[config.mk]
export PLATFORM = sky130hd
export DESIGN_NAME = fan_ctrl
export DESIGN_NICKNAME = d
export VERILOG_FILES = /design/src/rtl/fan_pkg.sv /design/src/rtl/fan_regs.sv /design/src/rtl/fan_pwm.sv /design/src/rtl/fan_tacho.sv /design/src/rtl/fan_ctrl.sv
export SDC_FILE = /design/constraint.sdc
export NUM_CORES = 1
export LEC_CHECK = 0
export BUFFER_PORTS_ARGS = -buffer_cell sky130_fd_sc_hd__buf_2
export CORE_MARGIN = 8
export CORE_UTILIZATION = 45
export CTS_CLUSTER_DIAMETER = 150
export DETAILED_ROUTE_END_ITERATION = 6
export GPL_ROUTABILITY_DRIVEN = 0
export REMOVE_ABC_BUFFERS = 1
export SLEW_MARGIN = 30
export SYNTH_ARGS = -nofsm -noshare
export SYNTH_HDL_FRONTEND = slang
export SYNTH_SLANG_ARGS = --single-unit
[constraint.sdc]
create_clock -name clk_i -period 4.07 [get_ports clk_i]
set_input_delay 0.814 -clock clk_i [delete_from_list [all_inputs] [get_ports clk_i]]
set_output_delay 0.814 -clock clk_i [all_outputs]
set_load 0.005 [all_outputs]
[src/rtl/fan_pkg.sv]
package fan_pkg;
  localparam int DUTY_W = 8;
  localparam int DIV_W  = 15;
  localparam int TICK_W = 11;

  localparam logic [7:0] ADDR_CTRL = 8'h00;
  localparam logic [7:0] ADDR_TIME = 8'h04;
  localparam logic [7:0] ADDR_CNT  = 8'h0C;

  typedef struct packed {
    logic [DUTY_W-1:0] duty;
    logic              inv;
    logic              gate;
    logic              oc;
    logic              spare;
  } ctrl_t;

  typedef struct packed {
    logic [TICK_W-1:0] tick_len;
    logic [DIV_W-1:0]  div;
  } time_t;
endpackage

[src/rtl/fan_regs.sv]
module fan_regs
  import fan_pkg::*;
#(
  parameter int CNT_W = 16
) (
  input  logic             clk_i,
  input  logic             rst_ni,
  input  logic             wr_en_i,
  input  logic [7:0]       addr_i,
  input  logic [31:0]      wdata_i,
  input  logic [CNT_W-1:0] cnt_i,
  output ctrl_t            ctrl_o,
  output time_t            time_o,
  output logic [31:0]      rdata_o
);
  logic unused_wdata;
  assign unused_wdata = ^{wdata_i[31:26], wdata_i[15:4]};

  always_ff @(posedge clk_i or negedge rst_ni) begin
    if (!rst_ni) begin
      ctrl_o <= '0;
      time_o <= '0;
    end else if (wr_en_i) begin
      if (addr_i == ADDR_CTRL)
        ctrl_o <= '{duty: wdata_i[23:16], inv: wdata_i[3], gate: wdata_i[2],
                    oc: wdata_i[1], spare: wdata_i[0]};
      if (addr_i == ADDR_TIME)
        time_o <= '{tick_len: wdata_i[25:15], div: wdata_i[14:0]};
    end
  end

  always_comb begin
    rdata_o = '0;
    unique case (addr_i)
      ADDR_CTRL: rdata_o = {8'h0, ctrl_o.duty, 12'h0, ctrl_o.inv, ctrl_o.gate,
                            ctrl_o.oc, ctrl_o.spare};
      ADDR_TIME: rdata_o = {6'h0, time_o.tick_len, time_o.div};
      ADDR_CNT:  rdata_o = {{(32-CNT_W){1'b0}}, cnt_i};
      default:   rdata_o = '0;
    endcase
  end
endmodule

[src/rtl/fan_pwm.sv]
module fan_pwm #(
  parameter int DUTY_W = 8,
  parameter int DIV_W  = 15
) (
  input  logic              clk_i,
  input  logic              rst_ni,
  input  logic [DUTY_W-1:0] duty_i,
  input  logic [DIV_W-1:0]  div_i,
  input  logic              inv_i,
  input  logic              gate_i,
  input  logic              oc_i,
  output logic              pwm_o,
  output logic              oe_o,
  output logic [DUTY_W-1:0] duty_act_o,
  output logic              period_end_o
);
  localparam logic [DUTY_W-1:0] STEP_LAST = '1;

  logic [DIV_W-1:0]  pre_q, div_act_q;
  logic [DUTY_W-1:0] step_q;
  logic              step_done, lvl, drive;

  assign step_done    = (pre_q == div_act_q);
  assign period_end_o = step_done && (step_q == STEP_LAST);

  always_ff @(posedge clk_i or negedge rst_ni) begin
    if (!rst_ni) begin
      pre_q      <= '0;
      step_q     <= '0;
      div_act_q  <= '0;
      duty_act_o <= '0;
    end else begin
      pre_q <= step_done ? '0 : pre_q + 1'b1;
      if (step_done) step_q <= step_q + 1'b1;
      // shadow load only at the period edge
      if (period_end_o) begin
        duty_act_o <= duty_i;
        div_act_q  <= div_i;
      end
    end
  end

  assign lvl   = !gate_i && (step_q < duty_act_o);
  assign drive = lvl ^ inv_i;

  always_ff @(posedge clk_i or negedge rst_ni) begin
    if (!rst_ni) begin
      pwm_o <= 1'b0;
      oe_o  <= 1'b1;
    end else begin
      pwm_o <= drive;
      oe_o  <= oc_i ? !drive : 1'b1;
    end
  end
endmodule

[src/rtl/fan_tacho.sv]
module fan_tacho #(
  parameter int CNT_W     = 16,
  parameter int TICK_W    = 11,
  parameter int WIN_TICKS = 100000
) (
  input  logic              clk_i,
  input  logic              rst_ni,
  input  logic              tach_i,
  input  logic [TICK_W-1:0] tick_len_i,
  output logic [CNT_W-1:0]  cnt_o,
  output logic              win_end_o
);
  localparam int WIN_W = $clog2(WIN_TICKS + 1);
  localparam logic [WIN_W-1:0] WIN_LAST = WIN_W'(WIN_TICKS - 1);
  localparam logic [CNT_W-1:0] CNT_MAX  = '1;

  logic [2:0]        sync_q;
  logic              rise;
  logic [TICK_W-1:0] tpre_q, tlim;
  logic              tick;
  logic [WIN_W-1:0]  win_q;
  logic [CNT_W-1:0]  acc_q, acc_nx;

  assign rise      = sync_q[1] && !sync_q[2];
  assign tlim      = (tick_len_i == '0) ? '0 : tick_len_i - 1'b1;
  assign tick      = (tpre_q >= tlim);
  assign win_end_o = tick && (win_q == WIN_LAST);
  assign acc_nx    = (rise && acc_q != CNT_MAX) ? acc_q + 1'b1 : acc_q;

  always_ff @(posedge clk_i or negedge rst_ni) begin
    if (!rst_ni) begin
      sync_q <= '0;
      tpre_q <= '0;
      win_q  <= '0;
      acc_q  <= '0;
      cnt_o  <= '0;
    end else begin
      sync_q <= {sync_q[1:0], tach_i};
      tpre_q <= tick ? '0 : tpre_q + 1'b1;
      if (tick) win_q <= win_end_o ? '0 : win_q + 1'b1;
      if (win_end_o) begin
        cnt_o <= acc_nx;
        acc_q <= '0;
      end else begin
        acc_q <= acc_nx;
      end
    end
  end
endmodule

[src/rtl/fan_ctrl.sv]
module fan_ctrl
  import fan_pkg::*;
#(
  parameter int CNT_W     = 16,
  parameter int WIN_TICKS = 100000
) (
  input  logic        clk_i,
  input  logic        rst_ni,
  input  logic        wr_en_i,
  input  logic [7:0]  addr_i,
  input  logic [31:0] wdata_i,
  output logic [31:0] rdata_o,
  input  logic        tach_i,
  output logic        pwm_o,
  output logic        pwm_oe_o
);
  ctrl_t             ctrl;
  time_t             timing;
  logic [CNT_W-1:0]  cnt_val;
  logic [DUTY_W-1:0] duty_act;
  logic              period_end, win_end;
  logic              oc_en, gate_en, inv_en;

  assign oc_en   = ctrl.oc;
  assign gate_en = ctrl.gate;
  assign inv_en  = ctrl.inv;

  fan_regs #(.CNT_W(CNT_W)) u_regs (
    .clk_i(clk_i), .rst_ni(rst_ni), .wr_en_i(wr_en_i), .addr_i(addr_i),
    .wdata_i(wdata_i), .cnt_i(cnt_val), .ctrl_o(ctrl), .time_o(timing),
    .rdata_o(rdata_o)
  );

  fan_pwm #(.DUTY_W(DUTY_W), .DIV_W(DIV_W)) u_pwm (
    .clk_i(clk_i), .rst_ni(rst_ni), .duty_i(ctrl.duty), .div_i(timing.div),
    .inv_i(inv_en), .gate_i(gate_en), .oc_i(oc_en), .pwm_o(pwm_o),
    .oe_o(pwm_oe_o), .duty_act_o(duty_act), .period_end_o(period_end)
  );

  fan_tacho #(.CNT_W(CNT_W), .TICK_W(TICK_W), .WIN_TICKS(WIN_TICKS)) u_tacho (
    .clk_i(clk_i), .rst_ni(rst_ni), .tach_i(tach_i),
    .tick_len_i(timing.tick_len), .cnt_o(cnt_val), .win_end_o(win_end)
  );
endmodule

* Word-level counts from Yosys, hierarchy flattened
Index checks and enable logic that the tools add are counted.
** Operators by class
- Add/subtract/negate cells :: 6
- Magnitude comparators :: 2
- Equality and inequality tests :: 6
- Multiplexer cells :: 8
- Bitwise logic cells :: 1
- Reduce and logical (&&, ||, !) cells :: 12
** Operators with widths (number)
- 26-bit case mux with 3 select lines :: 1
- 16-bit 2-to-1 mux :: 2
- 11-bit 2-to-1 mux :: 2
- 17-bit by 1-bit adder with 17-bit output (second input constant) :: 1
- 17-bit equality test (second input constant) :: 1
- 17-bit 2-to-1 mux :: 1
- 16-bit by 1-bit adder with 16-bit output (second input constant) :: 1
- 16-bit != test (second input constant) :: 1
- 15-bit by 1-bit adder with 15-bit output (second input constant) :: 1
- 15-bit equality test :: 1
- 15-bit 2-to-1 mux :: 1
- 11-bit by 1-bit adder with 11-bit output (second input constant) :: 1
- 11-bit >= comparator :: 1
- 11-bit logical NOT :: 1
- 11-bit by 1-bit subtractor with 11-bit output (second input constant) :: 1
- 8-bit by 1-bit adder with 8-bit output (second input constant) :: 1
- 8-bit by 3-bit equality test with 1-bit output (second input constant) :: 1
- 8-bit by 4-bit equality test with 1-bit output (second input constant) :: 1
- 8-bit equality test (second input constant) :: 1
- 8-bit logical NOT :: 1
- 8-bit less-than comparator :: 1
- 1-bit logical AND :: 5
- 2-bit AND reduction :: 2
- 1-bit logical NOT :: 3
- other kinds (2) :: 2
** Storage, ports and cells
- Register bits :: 149
- Bits of input ports :: 44
- Output and inout port bits :: 34
- Word-level logic and storage cells :: 53

* Depth between registers and ports, before layout
- Depth in word-level cells :: 5
- Gate-level depth with buffers :: 14
- Depth with buffers taken out :: 12

* Cells and area by module
A second synthesis with hierarchy kept.
** Second synthesis, totals
- Cell total of the unflattened synthesis :: 706
- Area total of the unflattened synthesis :: 7835.0 um^2
** Modules (own cells, without submodules)
- fan_tacho :: times used 1, cells each 347, area an instance 3343.2 um^2, sequential area each 1576.5 um^2
- fan_pwm :: times used 1, cells each 201, area an instance 2458.6 um^2, sequential area each 1202.4 um^2
- fan_regs :: times used 1, cells each 158, area an instance 2033.2 um^2, sequential area each 950.9 um^2

* Least setup slack after synthesis
No wires, ideal clock.
- Kind :: flip-flop to flip-flop
- Start point :: register u_regs.time_o[22] in the netlist's numbering
- End point :: register u_tacho.win_q[2]
- Library setup time :: 0.131 ns
- Arrival :: 3.189 ns
- Data required time :: 3.939 ns
- Path slack :: 0.749 ns
- Stages on the path, launching flop included :: 14
- Path buffers :: 3
- Clock period less this slack :: 3.321 ns
- Cells stage by stage :: dfrtp_1 -> or4_1 -> nor3_1 -> nand4b_1 -> clkbuf_1 -> and2_1 -> ha_1 -> nor2b_1 -> o21ai_0 -> a21oi_1 -> clkbuf_1 -> buf_1 -> a21boi_0 -> xor2_1
** Between the ends
- Longest elaborated chain between the ends :: 5
- Elaborated cells on any way between the ends :: 6
- Classes of those cells :: add/sub: 1; order compare: 1; mux: 2; reduce/logical: 2
** Ends and longest elaborated chain
- from (decl) :: line fan_regs.sv:13 : output time_t time_o,
- from (signal assigned) :: line fan_regs.sv:28 : time_o <= '{tick_len: wdata_i[25:15], div: wdata_i[14:0]};
- 11-bit by 1-bit subtractor with 11-bit output or 11-bit logical NOT (tied branches) :: line fan_tacho.sv:25 : assign tlim = (tick_len_i == '0) ? '0 : tick_len_i - 1'b1;
- 11-bit 2-to-1 mux * :: line fan_tacho.sv:25
- 11-bit >= comparator * :: line fan_tacho.sv:26 : assign tick = (tpre_q >= tlim);
- 1-bit logical AND :: line fan_tacho.sv:27 : assign win_end_o = tick && (win_q == WIN_LAST);
- 17-bit 2-to-1 mux :: line fan_tacho.sv:40 : if (tick) win_q <= win_end_o ? '0 : win_q + 1'b1;
- to (signal assigned) :: line fan_tacho.sv:40
- to (decl) :: line fan_tacho.sv:21 : logic [WIN_W-1:0] win_q;
Mark *: on every way between the ends. The rest lies on a longest branch, timed or not.
A chain may end at the register's enable or synchronous reset.

* Worst setup path after layout
- Start point :: register u_regs.time_o[21] in the netlist's numbering
- End point :: register u_tacho.win_q[16]
The elaborated chain is that of the path after synthesis.

==> impl_metrics.toml <==
[run_status]
status = "finished clean"

[drt]
wl_per_cell_um = 16.4
drtPass1Iterations = 4
num_vias = 5267
ant_nets = 0
drt-total-wl_mm = 16.2
drc = 0
vias_per_cell = 5.32
drt_iter0_markers = 201

[cts]
cts_root_buf = "clkbuf_16"
ctsResizeCount = 0
clk_pin_slew_ps = 60
numCtsBuffers = 17
htreeDepth = 4
clk_latency_ps = 420
clock_path_buffers = 2
post_cts_buffers = 0
tritoncts = "yes"
ctsHoldBuffers = 0
clock_sinks = 149

[critical_path]
crit_type = "register to register"
cp_max_fo = 17
startpoint_type = "register"
crit_slowest_cell = "or4_1"
crit_arrival_ps = 3880
path_cells = "or4_1 > nor3_1 > nand4b_1 > nand2_1 > ha_1 > a21oi_1 > o21ai_0 > nand2b_1 > a21boi_2 > a221o_1"
worstPathRequired_ps = 4370
cp-end-kind = "register"
slowest_delay_ps = 570

[synthesis]
synth_commonest_cells = "148 x dfrtp_1, 69 x nor2_1, 63 x mux2_2"
synth-seq-cells = 149
syn_area_per_cell_um2 = 11.0
netlist_area_mm2 = 0.00759
synth_warnings = 0
synth_edf_count = 0
synth.distinct_cells = 58
synth-simple-area-share_pct = 14.7
synth_adder_area_share_pct = 4.12
synthArstFlopShare_pct = 100
synth_compound_area_share_pct = 7.93
synth_top_area_cell = "dfrtp_1"
synthMuxAreaShare_pct = 12.4
synth_xor_area_share_pct = 7.96
synthCells = 688
yosys_most_used_dff = "dfrtp_1"
synth_area_leaders = "dfrtp_1 49%, mux2_2 9.3%, xnor2_1 4.8%"
synth_seq_area_share_pct = 49.1
synth_top_family_by_area = "simple AND/OR/NAND/NOR gates"
synth_top_area_share_pct = 48.8
synth_most_common_cell = "dfrtp_1"

[global_route]
track_usage_pct = 15.8
grt_pass1_wl_mm = 27.7
antenna_found_initial = 0
grt.overflow.total = 0
grt_max_degree = 98
grt_pass1_vias = 5506

[sta]
fin_setup_tns_ps = 0
rsz0062_at_grt = "no"
relSlewSlack_pct = 47.5
period_minus_slack_ps = 3590
finClkSkew_ps = 10.8
max_slew.worst_pin.slew_ps = 787
post-route-period-util_pct = 88.1
clock.fmax_mhz = 279
hold_viol = 0
finalSetupViolCount = 0
maxSlewViolCount = 0

[floorplan]
num_rows = 47
core_area_mm2 = 0.0165
die_h_um = 146
io_pins = 78
die_w_um = 146
die_area_mm2 = 0.0213
initial_core_util_pct = 45.9

[place]
dp_hpwl_mm = 11.6
portBuffers = 65
place_inst = 958

[cells_and_area]
final_cells = 990
drive_gt1_share_pct = 23.1
fillers = 1458
antenna_cells = 0
final_nets = 826
area_growth_pct = 15.4

[power_and_ir_drop]
power_mw = 3.90
power_density_mw_per_mm2 = 444
peakVddDrop_mv = 0.333
power_leakage_nw = 4.13

[hold_path]
min_path_type = "register to register"

[flow_run]
max_cap_violations = 0
placed cells by master, fill, tap and decap left out, types with 5 or more instances in the layout:
cell	Yosys	layout
mux2_2	63	63
ha_1	25	25
mux2i_1	23	23
nor4_1	8	7
xnor2_1	42	42
dfrtp_1	148	148
nor3_1	12	12
nand2_1	42	42
and2_1	6	6
buf_4	6	6
and3_1	13	13
clkbuf_16	0	17
xor2_1	27	27
buf_2	5	64
nand2b_1	5	5
nor2_1	69	69
nand3_1	20	20
clkbuf_1	12	5
inv_1	34	34
o21ai_0	10	10
nand4_1	21	21
conb_1	1	6
a22o_1	30	30
a21oi_1	10	10
where the power goes:
group	leakage, nW	total [mW]	switching [mW]	internal [mW]
Sequential	2.02	1.71	0.128	1.58
Combinational	1.81	0.556	0.327	0.229
Clock	0.295	1.63	0.585	1.04
per-layer routing:
metal  wire [um]  share of wire (%)  track usage (%)  vias up
li1            -                  -                -     2559
met1        7470                 46             19.9     2621
met2        8040                 50             26.4       75
met3         509                3.1             4.26       12
met4         186                1.1             3.90        0
met5           0                  0                0        -
layout make-up:
type	count	area, um^2	area share [%]
Sequential cell	149	3730	42.6
Multi-Input combinational cell	482	3600	41.1
Clock buffer	23	458	5.23
Timing Repair Buffer	73	419	4.78
Tap cell	220	275	3.14
Clock inverter	9	151	1.73
Inverter	34	128	1.46
per-stage QoR:
stage	hold slack, ps	utilization, %	instance area [um^2]	setup slack [ps]
2_1_floorplan	331	-	7450	316
3_3_place_gp	343	49.3	8150	600
4_1_cts	359	53.0	8750	469
5_1_grt	367	53.0	8760	124
3_5_place_dp	345	49.3	8150	480
6_report	355	53.0	8760	485
cells by family after synthesis:
group / Yosys count
compound gates: 77
xor+xnor: 69
fa+ha+maj: 25
buf+inv: 62
flops: 149
mux: 86
other cells: 1
simple gates: 219
critical path, delay by kind of cell (launching register included):
kind	cells	cell delay, ps
adders and majority gates	1	260
DFF	1	440
AOI/OAI and AO/OA	4	850
and+or+nand+nor	5	1920
path summary, 6_finish.rpt:
kind / from / to / slack (ps) / depth (start not counted)
worst min register to register: u_tacho.sync_q[0]$_DFF_PN0_ / u_tacho.sync_q[1]$_DFF_PN0_ / 360 / 0
worst max register to register: u_regs.time_o[21]$_DFFE_PN0P_ / u_tacho.win_q[16]$_DFFE_PN0N_ / 480 / 10
max in group asynchronous: rst_ni / u_tacho.win_q[0]$_DFFE_PN0N_ / 2860 / 2
worst min-delay path: u_tacho.sync_q[0]$_DFF_PN0_ / u_tacho.sync_q[1]$_DFF_PN0_ / 360 / 0
worst max-delay path: u_regs.time_o[21]$_DFFE_PN0P_ / u_tacho.win_q[16]$_DFFE_PN0N_ / 480 / 10
min in group asynchronous: rst_ni / u_pwm.step_q[6]$_DFFE_PN0N_ / 470 / 1
flip-flops by register name, summed over array words and instances (netlist names):
register          cells
u_regs.time_o        26
u_tacho.win_q        17
u_tacho.acc_q        16
u_tacho.cnt_o        16
u_pwm.div_act_q      15
u_pwm.pre_q          15
u_regs.ctrl_o        12
u_tacho.tpre_q       11
u_pwm.duty_act_o      8
u_pwm.step_q          8
u_tacho.sync_q        3
u_pwm.oe_o            1
u_pwm.pwm_o           1
Power figures use the tool's default switching activity.
